$ cat src/rtl/uio_pkg.sv
package uio_pkg;
   localparam int unsigned IDX_CTRL = 0;
   localparam int unsigned IDX_DISP_L = 1;
   localparam int unsigned IDX_DISP_R = 2;
   localparam int unsigned IDX_RED = 3;
   localparam int unsigned IDX_GRN = 4;
   localparam int unsigned IDX_STAT = 5;
   localparam int unsigned IDX_INPUT = 6;

   localparam int unsigned CTRL_W = 30;
   localparam int unsigned DISP_W = 9;
   localparam int unsigned LED_N = 4;
   localparam int unsigned SEG_N = 8;
   localparam int unsigned IN_W = 7;

   localparam logic [CTRL_W-1:0] CTRL_RESET = 30'h0F00_0000;

   localparam int unsigned BIT_HEX_L = 29;
   localparam int unsigned BIT_HEX_R = 28;
endpackage

$ cat src/rtl/uio_sync.sv
module uio_sync #(
   parameter int unsigned W = 7,
   parameter int unsigned STAGES = 2
) (
   input logic clk,
   input logic rst_n,
   input logic [W-1:0] d,
   output logic [W-1:0] q
);
   if (STAGES < 2) begin : g_bad_stages
      $error("uio_sync: STAGES must be at least 2");
   end

   logic [W-1:0] stg [STAGES];

   for (genvar i = 0; i < STAGES; i++) begin : g_stage
      if (i == 0) begin : g_first
         always_ff @(posedge clk or negedge rst_n) begin
            if (!rst_n) stg[i] <= '0;
            else stg[i] <= d;
         end
      end else begin : g_next
         always_ff @(posedge clk or negedge rst_n) begin
            if (!rst_n) stg[i] <= '0;
            else stg[i] <= stg[i-1];
         end
      end
   end

   assign q = stg[STAGES-1];
endmodule

$ cat src/rtl/uio_src_mux.sv
module uio_src_mux #(
   parameter int unsigned W = 4
) (
   input logic [W-1:0] sel_hw,
   input logic [W-1:0] sw_val,
   input logic [W-1:0] hw_val,
   output logic [W-1:0] pin
);
   if (W < 1) begin : g_bad_w
      $error("uio_src_mux: W must be at least 1");
   end

   for (genvar i = 0; i < W; i++) begin : g_bit
      assign pin[i] = sel_hw[i] ? hw_val[i] : sw_val[i];
   end
endmodule

$ cat src/rtl/uio_disp_path.sv
module uio_disp_path (
   input logic hex_mode,
   input logic [8:0] data,
   output logic [7:0] seg_sw
);
   logic [6:0] glyph;

   always_comb begin
      case (data[3:0])
         4'h0: glyph = 7'h7E;
         4'h1: glyph = 7'h30;
         4'h2: glyph = 7'h6D;
         4'h3: glyph = 7'h79;
         4'h4: glyph = 7'h33;
         4'h5: glyph = 7'h5B;
         4'h6: glyph = 7'h5F;
         4'h7: glyph = 7'h70;
         4'h8: glyph = 7'h7F;
         4'h9: glyph = 7'h7B;
         4'hA: glyph = 7'h77;
         4'hB: glyph = 7'h1F;
         4'hC: glyph = 7'h4E;
         4'hD: glyph = 7'h3D;
         4'hE: glyph = 7'h4F;
         default: glyph = 7'h47;
      endcase
   end

   // every glyph lights at least two segments
   always_comb begin
      assert_glyph_lit_R4: assert ($countones(glyph) >= 2);
   end

   assign seg_sw = {(hex_mode ? glyph : data[6:0]), data[8]};
endmodule

$ cat src/rtl/uio_ctrl.sv
module uio_ctrl
   import uio_pkg::*;
#(
   parameter int unsigned DW = 32,
   parameter int unsigned ADDR_W = 3,
   parameter int unsigned SYNC_STAGES = 2
) (
   input logic clk,
   input logic rst_n,
   input logic [ADDR_W-1:0] reg_addr,
   input logic reg_we,
   input logic [DW-1:0] reg_wdata,
   output logic [DW-1:0] reg_rdata,
   input logic [7:0] hw_seg_l,
   input logic [7:0] hw_seg_r,
   input logic [3:0] hw_led_red,
   input logic [3:0] hw_led_grn,
   input logic [3:0] hw_led_stat,
   input logic btn_up,
   input logic btn_mid,
   input logic btn_dn,
   input logic [3:0] dip_sw,
   output logic [7:0] seg_l,
   output logic [7:0] seg_r,
   output logic [3:0] led_red,
   output logic [3:0] led_grn,
   output logic [3:0] led_stat
);
   if (DW < 32) begin : g_bad_dw
      $error("uio_ctrl: DW must be at least 32");
   end
   if (ADDR_W < 3) begin : g_bad_aw
      $error("uio_ctrl: ADDR_W must be at least 3");
   end

   localparam logic [ADDR_W-1:0] A_CTRL = ADDR_W'(IDX_CTRL);
   localparam logic [ADDR_W-1:0] A_DL = ADDR_W'(IDX_DISP_L);
   localparam logic [ADDR_W-1:0] A_DR = ADDR_W'(IDX_DISP_R);
   localparam logic [ADDR_W-1:0] A_RED = ADDR_W'(IDX_RED);
   localparam logic [ADDR_W-1:0] A_GRN = ADDR_W'(IDX_GRN);
   localparam logic [ADDR_W-1:0] A_STAT = ADDR_W'(IDX_STAT);
   localparam logic [ADDR_W-1:0] A_IN = ADDR_W'(IDX_INPUT);

   logic [CTRL_W-1:0] ctrl_q;
   logic [DISP_W-1:0] dl_q, dr_q;
   logic [LED_N-1:0] red_q, grn_q, stat_q;
   logic [IN_W-1:0] in_sync;
   logic [SEG_N-1:0] segl_sw, segr_sw;

   // register file
   always_ff @(posedge clk or negedge rst_n) begin
      if (!rst_n) begin
         ctrl_q <= CTRL_RESET;
         dl_q <= '0;
         dr_q <= '0;
         red_q <= '0;
         grn_q <= '0;
         stat_q <= '0;
      end else if (reg_we) begin
         case (reg_addr)
            A_CTRL: ctrl_q <= reg_wdata[CTRL_W-1:0];
            A_DL: dl_q <= reg_wdata[DISP_W-1:0];
            A_DR: dr_q <= reg_wdata[DISP_W-1:0];
            A_RED: red_q <= reg_wdata[LED_N-1:0];
            A_GRN: grn_q <= reg_wdata[LED_N-1:0];
            A_STAT: stat_q <= reg_wdata[LED_N-1:0];
            default: ;
         endcase
      end
   end

   // read mux
   always_comb begin
      reg_rdata = '0;
      case (reg_addr)
         A_CTRL: reg_rdata[CTRL_W-1:0] = ctrl_q;
         A_DL: reg_rdata[DISP_W-1:0] = dl_q;
         A_DR: reg_rdata[DISP_W-1:0] = dr_q;
         A_RED: reg_rdata[LED_N-1:0] = red_q;
         A_GRN: reg_rdata[LED_N-1:0] = grn_q;
         A_STAT: reg_rdata[LED_N-1:0] = stat_q;
         A_IN: reg_rdata[IN_W-1:0] = in_sync;
         default: reg_rdata = '0;
      endcase
   end

   uio_sync #(.W(IN_W), .STAGES(SYNC_STAGES)) u_sync (
      .clk(clk),
      .rst_n(rst_n),
      .d({btn_up, btn_mid, btn_dn, dip_sw}),
      .q(in_sync)
   );

   uio_disp_path u_disp_l (
      .hex_mode(ctrl_q[BIT_HEX_L]),
      .data(dl_q),
      .seg_sw(segl_sw)
   );
   uio_disp_path u_disp_r (
      .hex_mode(ctrl_q[BIT_HEX_R]),
      .data(dr_q),
      .seg_sw(segr_sw)
   );

   uio_src_mux #(.W(SEG_N)) u_mux_segl (
      .sel_hw(ctrl_q[15:8]), .sw_val(segl_sw), .hw_val(hw_seg_l), .pin(seg_l)
   );
   uio_src_mux #(.W(SEG_N)) u_mux_segr (
      .sel_hw(ctrl_q[7:0]), .sw_val(segr_sw), .hw_val(hw_seg_r), .pin(seg_r)
   );
   uio_src_mux #(.W(LED_N)) u_mux_red (
      .sel_hw(ctrl_q[19:16]), .sw_val(red_q), .hw_val(hw_led_red), .pin(led_red)
   );
   uio_src_mux #(.W(LED_N)) u_mux_grn (
      .sel_hw(ctrl_q[23:20]), .sw_val(grn_q), .hw_val(hw_led_grn), .pin(led_grn)
   );
   uio_src_mux #(.W(LED_N)) u_mux_stat (
      .sel_hw(ctrl_q[27:24]), .sw_val(stat_q), .hw_val(hw_led_stat), .pin(led_stat)
   );

   // assertions
   assert_red_write_R7: assert property (@(posedge clk) disable iff (!rst_n)
      (reg_we && reg_addr == A_RED && ctrl_q[19:16] == 4'h0)
      |=> (led_red == $past(reg_wdata[3:0])));

   assert_stat_hw_R3: assert property (@(posedge clk) disable iff (!rst_n)
      (ctrl_q[27:24] == 4'hF) |-> (led_stat == hw_led_stat));

   assert_ctrl_hold_R2: assert property (@(posedge clk) disable iff (!rst_n)
      !(reg_we && reg_addr == A_CTRL) |=> $stable(ctrl_q));

   assert_unmapped_zero_R10: assert property (@(posedge clk) disable iff (!rst_n)
      (reg_addr > A_IN) |-> (reg_rdata == '0));

   assert_input_rsv_R8: assert property (@(posedge clk) disable iff (!rst_n)
      (reg_addr == A_IN) |-> (reg_rdata[DW-1:IN_W] == '0));
endmodule

$ cat config.mk
export PLATFORM = sky130hd
export DESIGN_NAME = uio_ctrl
export DESIGN_NICKNAME = d
export VERILOG_FILES = /design/src/rtl/uio_pkg.sv /design/src/rtl/uio_sync.sv /design/src/rtl/uio_src_mux.sv /design/src/rtl/uio_disp_path.sv /design/src/rtl/uio_ctrl.sv
export SDC_FILE = /design/constraint.sdc
export NUM_CORES = 1
export LEC_CHECK = 0
export ABC_AREA = 1
export BUFFER_PORTS_ARGS = -buffer_cell sky130_fd_sc_hd__buf_2
export CAP_MARGIN = 10
export CELL_PAD_IN_SITES_DETAIL_PLACEMENT = 0
export CELL_PAD_IN_SITES_GLOBAL_PLACEMENT = 1
export CORE_MARGIN = 10
export CORE_UTILIZATION = 40
export CTS_BUF_LIST = sky130_fd_sc_hd__clkbuf_4 sky130_fd_sc_hd__clkbuf_8
export CTS_CLUSTER_SIZE = 8
export DETAILED_ROUTE_END_ITERATION = 6
export MAX_ROUTING_LAYER = met4
export PLACE_DENSITY_LB_ADDON = 0.1
export SLEW_MARGIN = 20
export SYNTH_ARGS = -nofsm -noshare
export SYNTH_HDL_FRONTEND = slang
export SYNTH_SLANG_ARGS = --single-unit
$ cat constraint.sdc
create_clock -name clk -period 2.65 [get_ports clk]
set_clock_uncertainty 0.2 [all_clocks]
set_input_delay 0.53 -clock clk [delete_from_list [all_inputs] [get_ports clk]]
set_output_delay 0.53 -clock clk [all_outputs]
set_load 0.005 [all_outputs]
==> impl_metrics.py <==
metrics = {
    "outcome": {
        "status": "completed",
    },
    "pwr": {
        "vdd_drop_max_mv": 0.402,
        "p_leak_uw": 0.00282,
        "p_per_area_nw_per_um2": 671,
        "power_uw": 3400,
    },
    "clocking": {
        "numCtsBuffers": 9,
        "clockRootBuffer": "clkbuf_8",
        "postCtsSetupRepairBufs": 0,
        "worstSkewPairLatency_ps": 340,
        "numClockSinks": 74,
        "cts_tree": "yes",
        "h-tree-depth": 3,
        "cts_buffer_depth": 2,
        "clk_pin_slew_ps": 80,
    },
    "routing": {
        "drc": 0,
        "ant_nets": 0,
        "wl_microns": 11900,
        "dr.pass1.iters": 4,
        "drt-wirelength-per-cell_microns": 14.6,
        "vias": 3867,
        "drt_iter0_markers": 220,
        "via_per_inst": 4.73,
    },
    "synth": {
        "ys_ff_latch": 74,
        "synth_top_cell_area_share_pct": 43.2,
        "synth_area_leaders": "dfrtp_1, nand2_1, nor2_1, o21ai_0, inv_1",
        "synth_area_sq_um": 4050,
        "syn_area_per_cell_sq_um": 7.34,
        "yosys_warnings": 0,
        "synth.distinct_cells": 24,
        "synth_top_area_cell": "dfrtp_1",
        "ys_seq_area_share_pct": 45.8,
        "synthCells": 552,
    },
    "floorplan": {
        "start_util_pct": 41.2,
        "die_w_microns": 121,
        "die-area_sq_um": 14600,
        "fp-row-count": 36,
        "die_h_microns": 121,
        "fp.coreArea_sq_um": 9820,
        "io_pins": 133,
    },
    "sta": {
        "period_share_pct": 92.9,
        "fmax_mhz": 406,
        "grt_setup_unrepaired": "no",
        "min_period_ps": 2460,
        "setup_tns_ps": 0,
        "slew_headroom_pct": 65.1,
        "slew_viol_final": 0,
        "worst_hold_slack_ps": 83.7,
        "worst_slew_pin_slew_ps": 523,
        "finalSetupViolCount": 0,
        "hold_viol": 0,
    },
    "global_routing": {
        "antenna_found_initial": 0,
        "track_usage_pct": 17.2,
        "first_global_vias": 3948,
        "grt_start_max_net_pins": 49,
        "grt_overflow_total": 0,
        "grt_pass1_wl_microns": 19700,
    },
    "layout": {
        "utilization_pct": 51.6,
        "layout-drive-gt1-share_pct": 26.3,
        "diodes": 0,
        "num-nets-final": 766,
        "syn_to_final_growth_pct": 25.2,
        "final_cell_mix": "nand2_1, buf_2, nor2_1",
        "final_common_cell": "nand2_1",
    },
    "critical_path": {
        "cp_cell_sequence": "inv_1, ha_1, a21oi_2, nand2_1, nand3_1, nand2_1, nand2_1, buf_2",
        "slowest_stage": "dfrtp_2",
        "crit_path_max_incr_delay_ps": 470,
        "worstSetupStartpointType": "register",
        "crit_path_end_kind": "output port",
        "crit_path_frequent_cell": "nand2_1",
        "worstPathMaxFanout": 7,
        "cp.required_ps": 1920,
        "worstSetupPathType": "reg -> out",
        "critPathArrivalTime_ps": 1730,
    },
    "run": {
        "max-cap-violations": 0,
    },
    "place": {
        "dp_hpwl_microns": 9230,
        "gp_congestion": 0.882,
        "placement.io_buffers": 128,
    },
    "worst_hold_path": {
        "hold_class": "in -> reg",
    },
}
area by class of cell:
cell class                 count  area (sq um)
fill                        1025          4750
multi-input combinational    399          1880
inverter                      59           221
sequential                    74          1860
clock buffer                  10           138
timing repair buffer         136           718
tap                          133           166
clock inverter                 6          90.1
critical path, delay by kind of cell, from the launching register on:
family,cells,cell delay [ps]
buffers and inverters,2,280
DFF,1,470
and+or+nand+nor,4,280
AOI/OAI and AO/OA,1,90
adders and majority gates,1,260
cell families after synthesis:
| family | share of synthesized area [%] |
|---|---|
| adders and majority gates | 4.33 |
| buffers and inverters | 8.03 |
| and+or+nand+nor | 29.1 |
| muxes | 0.278 |
| DFF | 45.8 |
| other | 0.0926 |
| AOI/OAI and AO/OA | 12.3 |
synth_stat cells:
master	n
a21oi_1	39
buf_1	2
buf_2	7
buf_4	2
buf_6	1
clkbuf_1	8
clkbuf_2	1
conb_1	1
dfrtp_1	70
dfstp_2	4
ha_1	14
inv_1	56
inv_2	3
mux2_2	1
nand2_1	164
nand2_2	4
nand3_1	25
nand4_1	13
nor2_1	81
nor2_4	1
nor3_4	1
o21ai_0	44
o21ai_1	1
o21ai_2	9
worst paths after layout:
check	start	to	slack, ps	cells after the start
max	dr_q[1]$_DFFE_PN0P_	seg_r[7]	190	8
min	btn_mid	u_sync.stg[12]$_DFF_PN0_	80	1
max reg2reg	ctrl_q[28]$_DFFE_PN0P_	ctrl_q[28]$_DFFE_PN0P_	1500	2
min reg2reg	u_sync.stg[12]$_DFF_PN0_	u_sync.q[5]$_DFF_PN0_	150	0
max in group asynchronous	rst_n	ctrl_q[24]$_DFFE_PN1P_	1050	3
min in group asynchronous	rst_n	ctrl_q[6]$_DFFE_PN0P_	500	2
metal layers:
layer  GRT usage [%]  routed length [microns]  share of wire, %
met5               -                        0                 0
met1            20.5                     5340                45
met3            3.77                      642               5.4
met4            6.64                      137               1.2
met2            27.8                     5790                49
registers in the layout, indices dropped and copies added (netlist names):
name,flops
u_sync.q,7
stat_q,4
red_q,4
u_sync.stg,7
grn_q,4
dl_q,9
ctrl_q,30
dr_q,9
per-stage QoR:
stage / std cells / setup WS [ps] / instance area [sq um]
floorplan: 553 / 754 / 4050
global placement: 800 / 316 / 4820
detailed placement: 800 / 307 / 4820
CTS: 817 / 46.5 / 5060
global route: 817 / 17.3 / 5070
finish: 817 / 187 / 5070
where the power goes:
group	switching, uW	internal [uW]	leakage (uW)	total (uW)
sequential	186	1320	0.000872	1510
clock	431	557	0.000112	988
combinational	526	383	0.00184	909
what timing repair did:
action,4_1_cts,5_1_grt
endpoints found under the hold margin,34,0
resized for setup,0,6
hold buffers,1,0
setup endpoints to repair,0,10
Note: power is estimated with default switching activity, not from simulation.
